$ cat src/rtl/tex_dec_pkg.sv
package tex_dec_pkg;
  localparam int CH_W = 8;

  typedef struct packed {
    logic [CH_W-1:0] r;
    logic [CH_W-1:0] g;
    logic [CH_W-1:0] b;
    logic [CH_W-1:0] a;
  } rgba8_t;

  localparam logic [CH_W-1:0] ALPHA_OPAQUE = '1;
endpackage

$ cat src/rtl/chan_widen.sv
module chan_widen #(
  parameter int IN_W  = 5,
  parameter int OUT_W = 8
) (
  input  logic [IN_W-1:0]  val_i,
  output logic [OUT_W-1:0] val_o
);
  // fill from MSB down, repeating the source bits
  always_comb begin
    for (int k = 0; k < OUT_W; k++) begin
      val_o[OUT_W-1-k] = val_i[IN_W-1-(k % IN_W)];
    end
  end
endmodule

$ cat src/rtl/color_expand.sv
module color_expand
  import tex_dec_pkg::*;
#(
  parameter int R_W = 5,
  parameter int G_W = 6,
  parameter int B_W = 5,
  localparam int COL_W = R_W + G_W + B_W
) (
  input  logic [COL_W-1:0] col_i,
  output rgba8_t           col_o
);
  logic [CH_W-1:0] r_w, g_w, b_w;

  chan_widen #(.IN_W(R_W), .OUT_W(CH_W)) u_r (
    .val_i(col_i[COL_W-1 -: R_W]), .val_o(r_w));
  chan_widen #(.IN_W(G_W), .OUT_W(CH_W)) u_g (
    .val_i(col_i[B_W +: G_W]), .val_o(g_w));
  chan_widen #(.IN_W(B_W), .OUT_W(CH_W)) u_b (
    .val_i(col_i[B_W-1:0]), .val_o(b_w));

  always_comb begin
    col_o.r = r_w;
    col_o.g = g_w;
    col_o.b = b_w;
    col_o.a = ALPHA_OPAQUE;
  end
endmodule

$ cat src/rtl/chan_blend.sv
module chan_blend #(
  parameter int W = 8,
  localparam int SW = W + 2
) (
  input  logic [W-1:0] a_i,
  input  logic [W-1:0] b_i,
  output logic [W-1:0] near_a_o,
  output logic [W-1:0] near_b_o,
  output logic [W-1:0] mid_o
);
  logic [SW-1:0] ea, eb, s_a, s_b, s_m, q_a, q_b;

  always_comb begin
    ea  = SW'(a_i);
    eb  = SW'(b_i);
    s_a = (ea << 1) + eb;
    s_b = ea + (eb << 1);
    s_m = ea + eb;
    q_a = s_a / SW'(3);
    q_b = s_b / SW'(3);
    near_a_o = q_a[W-1:0];
    near_b_o = q_b[W-1:0];
    mid_o    = s_m[W:1];
  end
endmodule

$ cat src/rtl/palette_gen.sv
module palette_gen
  import tex_dec_pkg::*;
#(
  parameter int COL_W = 16,
  parameter int N_PAL = 4
) (
  input  logic [COL_W-1:0]       c0_i,
  input  logic [COL_W-1:0]       c1_i,
  input  rgba8_t                 e0_i,
  input  rgba8_t                 e1_i,
  output rgba8_t [N_PAL-1:0]     pal_o
);
  localparam int N_CH = 3;

  logic four_col;
  logic [N_CH-1:0][CH_W-1:0] ch0, ch1, na, nb, md;

  assign four_col = c0_i > c1_i;
  assign ch0 = {e0_i.r, e0_i.g, e0_i.b};
  assign ch1 = {e1_i.r, e1_i.g, e1_i.b};

  for (genvar c = 0; c < N_CH; c++) begin : g_ch
    chan_blend #(.W(CH_W)) u_blend (
      .a_i     (ch0[c]),
      .b_i     (ch1[c]),
      .near_a_o(na[c]),
      .near_b_o(nb[c]),
      .mid_o   (md[c])
    );
  end

  always_comb begin
    pal_o[0] = e0_i;
    pal_o[1] = e1_i;
    if (four_col) begin
      pal_o[2] = {na[2], na[1], na[0], ALPHA_OPAQUE};
      pal_o[3] = {nb[2], nb[1], nb[0], ALPHA_OPAQUE};
    end else begin
      pal_o[2] = {md[2], md[1], md[0], ALPHA_OPAQUE};
      pal_o[3] = '0;  // transparent black
    end
  end
endmodule

$ cat src/rtl/texel_block_decoder.sv
module texel_block_decoder
  import tex_dec_pkg::*;
#(
  parameter int BLOCK_W = 64,
  parameter int COL_W   = 16,
  parameter int SEL_W   = 2,
  parameter int N_TEX   = 16,
  localparam int TIDX_W = $clog2(N_TEX),
  localparam int N_PAL  = 1 << SEL_W,
  localparam int PIX_W  = 4 * CH_W
) (
  input  logic                clk_i,
  input  logic                rst_ni,
  input  logic                in_valid_i,
  input  logic [BLOCK_W-1:0]  block_i,
  input  logic [TIDX_W-1:0]   texel_idx_i,
  output logic                out_valid_o,
  output logic [PIX_W-1:0]    texel_o
);
  localparam int SELS_W = SEL_W * N_TEX;

  logic [COL_W-1:0]  c0, c1;
  logic [SELS_W-1:0] sels;
  logic [SEL_W-1:0]  sel;
  rgba8_t            e0, e1, pick;
  rgba8_t [N_PAL-1:0] pal;

  assign c0   = block_i[COL_W-1:0];
  assign c1   = block_i[2*COL_W-1:COL_W];
  assign sels = block_i[2*COL_W +: SELS_W];

  always_comb begin
    sel = '0;
    for (int i = 0; i < N_TEX; i++) begin
      if (texel_idx_i == TIDX_W'(i)) sel = sels[i*SEL_W +: SEL_W];
    end
  end

  color_expand u_exp0 (.col_i(c0), .col_o(e0));
  color_expand u_exp1 (.col_i(c1), .col_o(e1));

  palette_gen #(.COL_W(COL_W), .N_PAL(N_PAL)) u_pal (
    .c0_i (c0),
    .c1_i (c1),
    .e0_i (e0),
    .e1_i (e1),
    .pal_o(pal)
  );

  assign pick = pal[sel];

  always_ff @(posedge clk_i or negedge rst_ni) begin
    if (!rst_ni) begin
      out_valid_o <= 1'b0;
      texel_o     <= '0;
    end else begin
      out_valid_o <= in_valid_i;
      if (in_valid_i) texel_o <= pick;
    end
  end
endmodule

$ cat config.mk
export PLATFORM = sky130hd
export DESIGN_NAME = texel_block_decoder
export DESIGN_NICKNAME = d
export VERILOG_FILES = /design/src/rtl/tex_dec_pkg.sv /design/src/rtl/chan_widen.sv /design/src/rtl/color_expand.sv /design/src/rtl/chan_blend.sv /design/src/rtl/palette_gen.sv /design/src/rtl/texel_block_decoder.sv
export SDC_FILE = /design/constraint.sdc
export NUM_CORES = 1
export LEC_CHECK = 0
export ABC_CLOCK_PERIOD_IN_PS = 1950
export BUFFER_PORTS_ARGS = -buffer_cell sky130_fd_sc_hd__buf_2
export CAP_MARGIN = 20
export CORE_MARGIN = 2
export CORE_UTILIZATION = 62
export DETAILED_ROUTE_END_ITERATION = 8
export PLACE_DENSITY = 0.91
export SLEW_MARGIN = 15
export SYNTH_ARGS = -nofsm -noshare
export SYNTH_HDL_FRONTEND = slang
export SYNTH_SLANG_ARGS = --single-unit
$ cat constraint.sdc
create_clock -name clk_i -period 1.95 [get_ports clk_i]
set_input_delay 0.195 -clock clk_i [delete_from_list [all_inputs] [get_ports clk_i]]
set_output_delay 0.195 -clock clk_i [all_outputs]
set_load 0.05 [all_outputs]
==> results of run 1 <==
[cells in the mapped netlist (all sizes together) (11+ instances only)]
master	instances
a31oi	31
o311ai	15
or3	14
a21oi	145
xor2	26
nor3	50
o31ai	14
ha	74
and2	12
xnor2	56
buf	21
a21o	26
nand3	51
clkbuf	75
nor2	184
o22ai	15
o21a	14
o221ai	15
a22oi	11
a211o	21
a211oi	27
nor4	16
o211ai	26
dfrtp	26
a221oi	15
nand2	130
nand4	12
a2111oi	11
inv	66
o21ai	111
mux2i	16
[through the flow]
stage               setup WS, ps  hold slack (ps)  instances  setup TNS [ps]  area [sq um]
floorplan                  -2576           -100.6       1522          -30390         10840
global placement           -2594            228.4       2284          -40730         15040
detailed placement         -3351            243.6       2284          -48290         15040
[kinds of logic after synthesis]
family	after synthesis	synth area share, %
multiplexers	26	2.855
AO/OA/AOI/OAI	615	42.22
buffers and inverters	163	6.504
adder cells (fa/ha/maj)	79	10.18
AND/OR/NAND/NOR	531	24.66
XOR/XNOR	82	7.125
flip-flops	26	6.455
==> impl_metrics.yaml, run 1 <==
clock_network:
  cts_root_buf: "clkbuf_16"
  cts.sinks: 26
  cts_buffers: 3
  cts_max_level: 1
  cts-resized-gates: 258
  postCtsSetupBuffers: 46
  clockBufferDepth: 2
  ctsHoldBuffers: 1
synthesis:
  synthTopCellsByArea: "ha_1 (9.2%), a21oi_1 (7.2%), nor2_1 (6.9%), dfrtp_1 (6.5%), o21ai_0 (5.4%)"
  yosysSeqAreaShare_pct: 6.455
  syn_area_sq_um: 10080
  avgSynthCellArea_sq_um: 6.623
  ys_async_sr_fraction_pct: 100.0
  synthCells: 1522
  synth_nets: 1672
  synth_top_area_cell: "ha_1"
  synth-seq-cells: 26
  ys.warnings.count: 0
  synth_cell_types: 97
  synth-edff-count: 0
  synth_ff_type: "dfrtp_1"
  synth_top_area_share_pct: 9.186
place:
  globalplace.congestion: 1.094
  portBuffers: 103
  hpwl_microns: 42620
floorplanning:
  fp.dieW_microns: 131.5
  io_pins: 104
  die-height_microns: 131.5
  fp-row-count: 46
  initial_core_util_pct: 63.45
status:
  error_line: "[ERROR DPL-0038] Utilization greater than 100%, impossible to legalize"
  status: "stopped before the end"
  stop_stage: "clock tree synthesis"
==> run 2: changes to the inputs <==
--- a/config.mk
+++ b/config.mk
@@ -9,9 +9,9 @@
 export BUFFER_PORTS_ARGS = -buffer_cell sky130_fd_sc_hd__buf_2
 export CAP_MARGIN = 20
 export CORE_MARGIN = 2
-export CORE_UTILIZATION = 62
+export CORE_UTILIZATION = 40
 export DETAILED_ROUTE_END_ITERATION = 8
-export PLACE_DENSITY = 0.91
+export PLACE_DENSITY_LB_ADDON = 0.15
 export SLEW_MARGIN = 15
 export SYNTH_ARGS = -nofsm -noshare
 export SYNTH_HDL_FRONTEND = slang
==> run 2 against run 1 <==
Effect of this change:
- the flow now finishes, with violations (setup timing)
- synthesized area did not move
- synthesized cell count did not move
==> impl_metrics.yaml, run 2 <==
status:
  status: "finished with violations"
  violations: "setup timing"
setup_path:
  path_class: "input pin to flip-flop"
  cp_slowest_cell: "or4_4"
  worstReg2RegStart: "texel_o[24]$_DFFE_PN0P_"
  timing.rr.end: "texel_o[24]$_DFFE_PN0P_"
  path_common_cell: "buf_4"
  max_stage_delay_ps: 460
  reg2reg_depth: 5
  crit_fanout: 5
  required_ps: 2090
  cp_num_buf_inv: 5
  startpoint_type: "input pin"
  crit_chain: "buf_8, ha_4, fa_2, a211o_1, a211o_1, a221oi_2, buf_4, and2_4, nor2_2, a222oi_1, buf_4, mux2i_4, or4_4, o311ai_4, a22oi_2, buf_4, buf_4, or3_4, a211oi_2, o221ai_1"
  cp_top_family: "compound AO/OA/AOI/OAI gates"
  end_kind: "flip-flop"
  cp.arrival_ps: 4430
  reg2reg_setup_slack_ps: 540
timing:
  setup_ws_ps: -2345
  rsz0062_at_grt: "yes"
  setup_viol: 24
  fin_crit_ps: 4295
  max_slew_margin_pct: 45.73
  max_freq_ghz: 0.2328
  finalCritPeriodShare_pct: 220.3
  worstMarginPinSlew_ps: 793.5
  slew_violations: 0
  hold_viol_final: 0
  fin_skew_ps: 0
clock_network:
  cts.sinks: 26
  cts_max_level: 1
  clockBufferDepth: 2
  clk_latency_ps: 270
  cts_root_buf: "clkbuf_16"
  cts_tree: "built"
  cts_buffers: 3
  cts.clk_slew.worst_paths_ps: 70
synthesis:
  muxShareOfSynthArea_pct: 2.855
  synth.top_cells.by_count: "nor2_1 (184), a21oi_1 (145), nand2_1 (130)"
  synthCells: 1522
  synth-seq-cells: 26
  synth_top_area_cell: "ha_1"
  synth-simple-area-share_pct: 24.66
  ys.warnings.count: 0
  yosysMostFrequentCell: "nor2_1"
  synth-xor-area-share_pct: 7.125
  syn_area_sq_um: 10080
  avgSynthCellArea_sq_um: 6.623
  synthTopCellsByArea: "ha_1 (9.2%), a21oi_1 (7.2%), nor2_1 (6.9%), dfrtp_1 (6.5%), o21ai_0 (5.4%)"
  ys_async_sr_fraction_pct: 100.0
  synth_ff_type: "dfrtp_1"
  synth_nets: 1672
  yosysSeqAreaShare_pct: 6.455
  synth-edff-count: 0
  synth_compound_area_share_pct: 42.22
  synth_top_area_share_pct: 9.186
  synth_fa_ha_area_share_pct: 10.18
  synth_cell_types: 97
  synth_top_family_by_area: "compound AO/OA/AOI/OAI gates"
place:
  dpl.cell_count: 2422
  globalplace.congestion: 0.9783
  hpwl_microns: 32670
  portBuffers: 103
  placement.cell_area_sq_um: 15400
floorplanning:
  io_pins: 104
  core-area_sq_um: 24960
  fp-row-count: 58
  die-height_microns: 162.7
  initial_core_util_pct: 40.38
  die_area_sq_um: 26480
  fp.dieW_microns: 162.7
detailed_routing:
  ant_nets: 0
  drc: 0
  via_per_inst: 5.956
  route.vias.total: 14865
  wl_per_cell_microns: 17.96
  routed_wl_microns: 44840
  drtPass1Iterations: 6
  drt_iter0_drc: 955
final_layout:
  final_area_sq_um: 17950
  regMostFlops: "texel_o"
  syn_to_final_growth_pct: 78.13
  layout_common_cells: "buf_4 (561), nor2_1 (162), nand2_1 (121), a21oi_1 (115), buf_2 (91)"
  largest_reg_flops: 25
  diodes: 0
  reg_top3: "texel_o (25), out_valid_o (1)"
  layout-drive-gt1-share_pct: 48.80
  final_common_cell: "buf_4"
  n_fill_cell: 1986
  instances_no_fill: 2496
  nets: 2317
global_routing:
  grt_antenna_before_repair: 0
  grt_pass1_wl_microns: 69970
  grt_max_degree: 35
  grt_overflow: 0
  grt_util_all_layers_pct: 31.50
  grt_pass1_vias: 14354
power_and_ir_drop:
  peakVddDrop_mv: 0.4588
  power_leakage_nw: 7.883
  cellPowerDensity_nw_per_um2: 732.8
hold_path:
  worstHoldPathCells: 2
  hold_start: "in_valid_i"
  min_to: "texel_o[27]$_DFFE_PN0P_"
  min_path_type: "input pin to flip-flop"
flow_run:
  cap_violations: 0
-- run 2: cell counts after synthesis --
No cell type changed its count.
-- run 2: layer usage --
layer / global-route usage [%] / part of all wire, % / vias up
met5: 0 / 0 / -
met4: 10.30 / 3.2 / 0
met3: 1.299 / 4.3 / 103
met2: 57.40 / 51 / 515
met1: 39.80 / 42 / 7138
li1: - / - / 7109
-- run 2: cells by family after synthesis --
logic type                 after synthesis
and+or+nand+nor                        531
muxes                                   26
AOI/OAI and AO/OA                      615
buffers and inverters                  163
DFF                                     26
xor gates and xnor gates                82
adders and majority gates               79
-- run 2: cell type report --
class | instances | area (sq um) | share of cell area, %
clock buffers | 3 | 75.07 | 0.4181
clock inverters | 1 | 30.03 | 0.1672
inverters | 67 | 261.5 | 1.456
multi-input cells | 1333 | 10810 | 60.20
flip-flops and latches | 26 | 650.6 | 3.624
well taps | 330 | 412.9 | 2.300
repair buffers | 736 | 5715 | 31.83
-- run 2: worst max path at each step --
| stage | start | end | cells after the start |
|---|---|---|---|
| 2_1_floorplan | block_i[15] | texel_o[24]$_DFFE_PN0P_ | 20 |
| 3_3_place_gp | block_i[15] | texel_o[24]$_DFFE_PN0P_ | 20 |
| 3_5_place_dp | block_i[29] | texel_o[24]$_DFFE_PN0P_ | 20 |
| 4_1_cts | block_i[30] | texel_o[24]$_DFFE_PN0P_ | 22 |
| 5_1_grt | block_i[26] | texel_o[16]$_DFFE_PN0P_ | 20 |
| 6_report | block_i[26] | texel_o[16]$_DFFE_PN0P_ | 20 |
-- run 2: report_power, final --
part | switching (W) | internal [W] | total [W] | leakage [nW]
sequential | 0.000130 | 0.000668 | 0.000798 | 0.300
combinational | 0.00609 | 0.00564 | 0.0117 | 7.53
clock | 0.000222 | 0.000410 | 0.000632 | 0.0511
-- run 2: per-stage QoR --
| step | worst slack [ps] | setup TNS (ps) | utilization, % | hold slack (ps) | total power, W |
|---|---|---|---|---|---|
| 2_1_floorplan | -2576 | -30390 | - | -100.6 | 0.006381 |
| 5_1_grt | -2420 | -36410 | 71.92 | 252.8 | 0.01397 |
| 6_report | -2345 | -33580 | 71.92 | 240.4 | 0.01316 |
| 3_5_place_dp | -2804 | -43810 | 61.70 | 253.3 | 0.01028 |
| 4_1_cts | -2257 | -31300 | 68.77 | 236.0 | 0.01207 |
| 3_3_place_gp | -2713 | -42340 | 61.70 | 256.8 | 0.01013 |
-- run 2: what timing repair did --
action,4_1_cts,5_1_grt
pin swaps,139,116
hold buffers,1,0
setup endpoints to repair,25,25
endpoints found under the hold margin,26,0
setup buffers,53,31
gates resized for setup,261,132
cloned,1,0
Note: power is estimated with default switching activity, not from simulation.
